`src/rtl/spi_id_reader.sv`:
```
module spi_id_reader #(
  parameter int          PW       = 8,
  parameter logic [7:0]  OPCODE   = 8'h90,
  parameter int          HDR_BITS = 32,
  parameter int          RD_BITS  = 16
) (
  input  logic               clk,
  input  logic               rst_n,
  input  logic               start,
  input  logic [PW-1:0]      prescale,
  input  logic               cpol,
  input  logic               addr_lsb,
  input  logic               miso,
  output logic               sclk,
  output logic               mosi,
  output logic               cs_n,
  output logic               busy,
  output logic               done,
  output logic [RD_BITS-1:0] id_out
);

  localparam int NB = HDR_BITS + RD_BITS;
  localparam int BW = $clog2(NB);
  localparam logic [BW-1:0] LAST_BIT  = BW'(NB - 1);
  localparam logic [BW-1:0] FIRST_RD  = BW'(HDR_BITS);

  typedef enum logic [2:0] {IDLE, SETUP, XFER, HOLD, GAP} st_t;

  st_t                 st;
  logic [PW-1:0]       cnt;
  logic [PW-2:0]       half_q;
  logic [BW-1:0]       bitn;
  logic                hi;
  logic [HDR_BITS-1:0] tx;
  logic [RD_BITS-1:0]  rx;
  logic [PW-1:0]       tgt;

  assign tgt  = (st == GAP) ? ({half_q, 1'b0} - PW'(1)) : ({1'b0, half_q} - PW'(1));
  assign sclk = (st == XFER) ? hi : cpol;
  assign mosi = (st != IDLE) && (bitn < FIRST_RD) && tx[HDR_BITS-1];
  assign cs_n = !(st == SETUP || st == XFER || st == HOLD);
  assign busy = (st != IDLE);

  always_ff @(posedge clk or negedge rst_n) begin
    if (!rst_n) begin
      st     <= IDLE;
      cnt    <= '0;
      half_q <= '0;
      bitn   <= '0;
      hi     <= 1'b0;
      tx     <= '0;
      rx     <= '0;
      done   <= 1'b0;
      id_out <= '0;
    end else begin
      done <= 1'b0;
      if (st == IDLE) begin
        if (start) begin
          st     <= SETUP;
          cnt    <= '0;
          bitn   <= '0;
          hi     <= 1'b0;
          half_q <= (prescale < PW'(4)) ? (PW-1)'(1) : prescale[PW-1:1];
          tx     <= {OPCODE, {(HDR_BITS-9){1'b0}}, addr_lsb};
        end
      end else if (cnt != tgt) begin
        cnt <= cnt + PW'(1);
      end else begin
        cnt <= '0;
        if (st == SETUP) begin
          st <= XFER;
        end else if (st == XFER) begin
          if (!hi) begin
            hi <= 1'b1;
            if (bitn >= FIRST_RD) rx <= {rx[RD_BITS-2:0], miso};
          end else begin
            hi <= 1'b0;
            tx <= tx << 1;
            if (bitn == LAST_BIT) st <= HOLD;
            else                  bitn <= bitn + BW'(1);
          end
        end else if (st == HOLD) begin
          st <= GAP;
        end else begin
          st     <= IDLE;
          done   <= 1'b1;
          id_out <= rx;
        end
      end
    end
  end

  assert_idle_level_R6: assert property (@(posedge clk) disable iff (!rst_n)
    cs_n |-> sclk == cpol);
  assert_clock_in_frame_R6: assert property (@(posedge clk) disable iff (!rst_n)
    (!$stable(sclk) && $stable(cpol)) |-> !cs_n);
  assert_done_single_R9: assert property (@(posedge clk) disable iff (!rst_n)
    done |=> !done);
  assert_done_released_R9: assert property (@(posedge clk) disable iff (!rst_n)
    done |-> (cs_n && !busy));
  assert_busy_from_start_R8: assert property (@(posedge clk) disable iff (!rst_n)
    $rose(busy) |-> $past(start));
  assert_result_hold_R10: assert property (@(posedge clk) disable iff (!rst_n)
    !done |-> $stable(id_out));

endmodule

```
`config.mk`:
```
export PLATFORM = sky130hd
export DESIGN_NAME = spi_id_reader
export DESIGN_NICKNAME = d
export VERILOG_FILES = /design/src/rtl/spi_id_reader.sv
export SDC_FILE = /design/constraint.sdc
export NUM_CORES = 1
export LEC_CHECK = 0
export BUFFER_PORTS_ARGS = -buffer_cell sky130_fd_sc_hd__buf_2
export CAP_MARGIN = 20
export CORE_ASPECT_RATIO = 0.8
export CORE_MARGIN = 4
export CORE_UTILIZATION = 35
export CTS_CLUSTER_SIZE = 30
export DETAILED_ROUTE_END_ITERATION = 16
export SETUP_SLACK_MARGIN = 0.15
export SLEW_MARGIN = 25
export SYNTH_ARGS = -nofsm -noshare
export SYNTH_HDL_FRONTEND = slang
export SYNTH_SLANG_ARGS = --single-unit
```
`constraint.sdc`:
```
create_clock -name clk -period 3.4 [get_ports clk]
set_input_delay 0.17 -clock clk [delete_from_list [all_inputs] [get_ports clk]]
set_output_delay 0.17 -clock clk [all_outputs]
set_load 0.01 [all_outputs]
```
Word level (Yosys, flattened, before mapping)

Index checks and enable logic that the tools add are counted.

Flip-flop bits (word level): 90
Input port bits: 14
Word-level logic and storage cells: 88

$add $sub $neg: 4
Order comparisons: 3
Equal/unequal tests: 12
Mux-type cells: 38
Bitwise gates (word level): 6
Reductions and logical operators: 16

Operators by type and width:

| operator                                                 | number |
|---|---|
| 2-to-1 mux 32 bit                                        | 6 |
| 2-to-1 mux 6 bit                                         | 7 |
| 2-to-1 mux 8 bit                                         | 4 |
| 2-to-1 mux 3 bit                                         | 8 |
| 2-to-1 mux 1 bit                                         | 12 |
| AND reduction 6 bit                                      | 2 |
| AND reduction 5 bit                                      | 2 |
| adder 8 x 1 -> 8 bit, second input constant              | 1 |
| < comparator 8 x 3 -> 1 bit, second input constant       | 1 |
| != test 8 bit                                            | 1 |
| AND reduction 4 bit                                      | 2 |
| subtractor 7 x 1 -> 8 bit, second input constant         | 1 |
| subtractor 8 x 1 -> 8 bit, second input constant         | 1 |
| 2-to-1 mux 7 bit                                         | 1 |
| adder 6 x 1 -> 6 bit, second input constant              | 1 |
| == test 3 x 2 -> 1 bit, second input constant            | 2 |
| == test 6 bit, second input constant                     | 1 |
| greater-or-equal comparator 6 bit, second input constant | 1 |
| < comparator 6 bit, second input constant                | 1 |
| != test 2 bit, second input constant                     | 3 |
| inverter 1 bit                                           | 6 |
| != test 4 x 2 -> 1 bit, second input constant            | 1 |
| != test 4 x 3 -> 1 bit, second input constant            | 1 |
| nonzero test 2 bit                                       | 2 |
| 9 further kinds                                          | 11 |

Logic depth before layout (Yosys ltp)

Word-level depth: 7
Depth in mapped cells: 13
Depth with buffers taken out: 10

Least setup slack after synthesis

No wires, ideal clock.

Kind: register to register
Start point: reg half_q[0]
End point: reg rx[10]
Data arrival time: 3.051 ns
Setup slack: 0.224 ns
Cell stages (with the launch flop): 12
Clock period less this slack: 3.176 ns
Cell sequence: dfrtp_1 > inv_1 > ha_1 > or3b_2 > o311ai_0 > o41ai_2 > xnor2_1 > nor4b_2 > nand3_2 > nor4_4 > buf_6 > mux2_2

Word-level cells in the longest chain between the ends: 5
Elaborated cells on any way between the ends: 6

Ends and longest elaborated chain:

| element                                                                | RTL line | source |
|---|---|---|
| start: declaration                                                     | 31       | `logic [PW-2:0] half_q;` |
| start signal: assignment                                               | 63       | `half_q <= (prescale < PW'(4)) ? (PW-1)'(1) : prescale[PW-1:1];` |
| subtractor 8 x 1 -> 8 bit or subtractor 7 x 1 -> 8 bit (tied branches) | 38       | `assign tgt = (st == GAP) ? ({half_q, 1'b0} - PW'(1)) : ({1'b0, half_q} - PW'(1));` |
| 2-to-1 mux 8 bit *                                                     | 38       |  |
| != test 8 bit *                                                        | 66       | `end else if (cnt != tgt) begin` |
| inverter 1 bit (no source line) *                                      | --       |  |
| AND reduction 6 bit (no source line) *                                 | --       |  |
| end signal: assignment                                                 | 75       | `if (bitn >= FIRST_RD) rx <= {rx[RD_BITS-2:0], miso};` |
| end: declaration                                                       | 35       | `logic [RD_BITS-1:0] rx;` |

Mark *: on every way between the ends. The rest lies on a longest branch, timed or not.
A chain may end at the register's enable or synchronous reset.

Worst setup path in the final report

Start point: reg half_q[0]
End point: reg hi

Word-level cells in the longest chain between the ends: 5
Elaborated cells on any way between the ends: 6

Ends and longest elaborated chain:

| element                                                                | RTL line | source |
|---|---|---|
| subtractor 8 x 1 -> 8 bit or subtractor 7 x 1 -> 8 bit (tied branches) | 38       |  |
| 2-to-1 mux 8 bit *                                                     | 38       |  |
| != test 8 bit *                                                        | 66       |  |
| != test 2 bit (no source line) *                                       | --       |  |
| AND reduction 4 bit (no source line) *                                 | --       |  |
| end signal: assignment                                                 | 50       | `hi <= 1'b0;` |
| end signal: assignment                                                 | 74       | `hi <= 1'b1;` |
| end signal: assignment                                                 | 77       | `hi <= 1'b0;` |
| end: declaration                                                       | 33       | `logic hi;` |

Marked as above.

==> results.yml <==
outcome:
  status: "finished clean"
finish:
  seq_area_um2: 2252
  antenna_cells: 0
  num-fill-cells: 1103
  multi_input_area_um2: 1775
  nNetsFinal: 426
  fin_cells: 561
  fin_util_pct: 42.85
  finish.instance_area_um2: 4954
  drive_gt1_share_pct: 29.06
  area_delta_synth_final_pct: 19.14
worst_hold_path:
  hp-class: "in -> reg"
clocking:
  cts_made_buffers: 9
  clock_sinks: 90
  clk_path_buf_depth: 2
  cts_root_buf: "clkbuf_16"
  tritoncts: "built"
  path_clk_slew_ns: 0.07
  insertion_delay_ns: 0.35
  cts_max_level: 3
drt:
  drtPass1Iterations: 4
  vias_per_cell: 5.189
  via_count: 2911
  drtIter0Drc: 177
  wl_mm: 8.107
  antenna_left: 0
  drc: 0
  wl_per_cell_um: 14.45
synth:
  synth.most_common_cell: "dfrtp_1"
  syn_avg_cell_area_um2: 11.39
  synth_top_area_share_pct: 54.17
  yosysSeqAreaShare_pct: 54.17
  synth_top_area_cell: "dfrtp_1"
  yosys_most_used_dff: "dfrtp_1"
  synth.net_count: 383
  async_flop_share_pct: 100.0
  ys_types: 52
  synthTopCellsByCount: "90 x dfrtp_1, 39 x nand2_1, 32 x mux2_2"
  synth_edf_count: 0
  syn_area_um2: 4158
  synthCells: 365
  ys_warn_count: 0
  ys_seq_elements: 90
  synth_area_leaders: "dfrtp_1 54%, mux2_2 8.7%, a22o_1 6.5%"
floorplan:
  rows: 35
  die_area_um2: 13700
  die_h_um: 105.5
  start_util_pct: 35.96
  ios: 35
  die_w_um: 129.9
  design.core.area_um2: 11560
setup_path:
  cp-end-kind: "flop"
  cp_max_fo: 5
  crit_type: "reg -> reg"
  critPathLaunchType: "flop"
  arrival_ns: 3.32
  required_ns: 3.64
timing:
  hold_viol: 0
  fin_hold_ws_ns: 0.03092
  worst_pin_slew_ns: 0.7041
  grt_setup_unrepaired: "no"
  skew_ns: 0.007982
  postLayoutSetupSlackWorst_ns: 0.3140
  max_freq_mhz: 324.0
  slew_headroom_pct: 53.06
  finalSetupViolations: 0
  tns_ns: 0
  min_period_over_period_pct: 90.77
  final_max_slew_viol_count: 0
  period_minus_slack_ns: 3.086
pwr:
  power_mw: 3.608
  p_per_area_nw_per_um2: 728.4
  ir_drop_mv: 0.3241
  power.leakage_nw: 2.409
global_route:
  grt_use_total_pct: 12.81
  antenna_found_initial: 0
  grt_max_degree: 56
  grt.overflow.total: 0
  grt_pass1_vias: 2823
  grt_pass1_wl_mm: 14.03
placed_design:
  dp_hpwl_mm: 5.545
  placed_area_um2: 4536
  placedCellCount: 541
  gp_congestion: 0.8097
  portBuffers: 33
  dpl_worst_slack_ns: 0.08518
flow_run:
  maxCapViolCount: 0
==> repair_timing <==
item | in CTS | in global routing
cloned | 0 | 0
pin swaps | 2 | 2
gates resized for setup | 1 | 13
setup endpoints to repair | 15 | 61
hold endpoints to repair | 53 | 0
buffers inserted | 2 | 1
hold buffers | 1 | 0
==> final cells by class <==
type | instances | share of cell area (%)
Clock buffer | 9 | 4.547
Clock inverter | 7 | 1.869
Inverter | 13 | 0.9851
Multi-Input combinational cell | 237 | 35.84
Sequential cell | 90 | 45.47
Tap cell | 148 | 3.738
Timing Repair Buffer | 57 | 7.552
==> power by group <==
part | leakage (nW) | switching, mW | internal [mW]
Sequential | 1.21 | 0.213 | 1.21
Clock | 0.156 | 0.453 | 0.590
Combinational | 1.04 | 0.638 | 0.500
Total | 2.41 | 1.30 | 2.30
==> routing by layer <==
metal | vias to the layer above | part of all wire, % | global-route usage, %
li1 | 1414 | - | -
met5 | - | 0 | 0
met3 | 7 | 4.1 | 3.040
met1 | 1445 | 50 | 18.22
met2 | 45 | 45 | 19.09
met4 | 0 | 1.2 | 4.451
==> cell families after synthesis <==
| logic type | synth area share [%] |
|---|---|
| xor+xnor | 2.317 |
| compound gates | 13.72 |
| simple gates | 13.33 |
| flops | 54.17 |
| fa+ha+maj | 1.204 |
| buf+inv | 4.484 |
| mux | 10.77 |
==> critical path, stage by stage (launching register included) <==
cell and delay, ns:
dfrtp_1 0.38, buf_4 0.14, or4_1 0.53, mux2_4 0.29, o41ai_4 0.25, xnor2_2 0.11
nor4b_4 0.33, and3_1 0.29, buf_4 0.17, mux2_2 0.32, a22o_1 0.17
==> registers in the layout, summed over array words and instances (netlist names) <==
| signal | count |
|---|---|
| cnt | 8 |
| st | 3 |
| id_out | 16 |
| tx | 32 |
| done | 1 |
| bitn | 6 |
| half_q | 7 |
| rx | 16 |
| hi | 1 |
==> path summary, 6_finish.rpt <==
check	start	endpoint	slack (ns)	cells past startpoint
setup / recovery	half_q[0]$_DFFE_PN0P_	hi$_DFFE_PN0P_	0.31	10
hold / removal	prescale[3]	half_q[2]$_DFFE_PN0P_	0.03	3
setup reg to reg	half_q[0]$_DFFE_PN0P_	hi$_DFFE_PN0P_	0.31	10
hold reg to reg	tx[1]$_DFFE_PN0P_	tx[2]$_DFFE_PN0P_	0.49	1
max in group asynchronous	rst_n	tx[7]$_DFFE_PN0P_	2.21	3
min in group asynchronous	rst_n	half_q[2]$_DFFE_PN0P_	0.41	2
==> cells in the final DEF (no fill, tap or decap), types with 9 or more instances in the layout <==
master | synthesis | routed
clkbuf_16 | 0 | 9
inv_1 | 12 | 12
a22o_1 | 31 | 31
o21ai_0 | 17 | 16
buf_4 | 1 | 20
nor2_1 | 14 | 13
mux2_2 | 32 | 32
dfrtp_1 | 90 | 90
nor3_1 | 11 | 11
nand3_1 | 9 | 9
nand2_1 | 39 | 39
buf_2 | 8 | 32
Power figures use the tool's default switching activity.
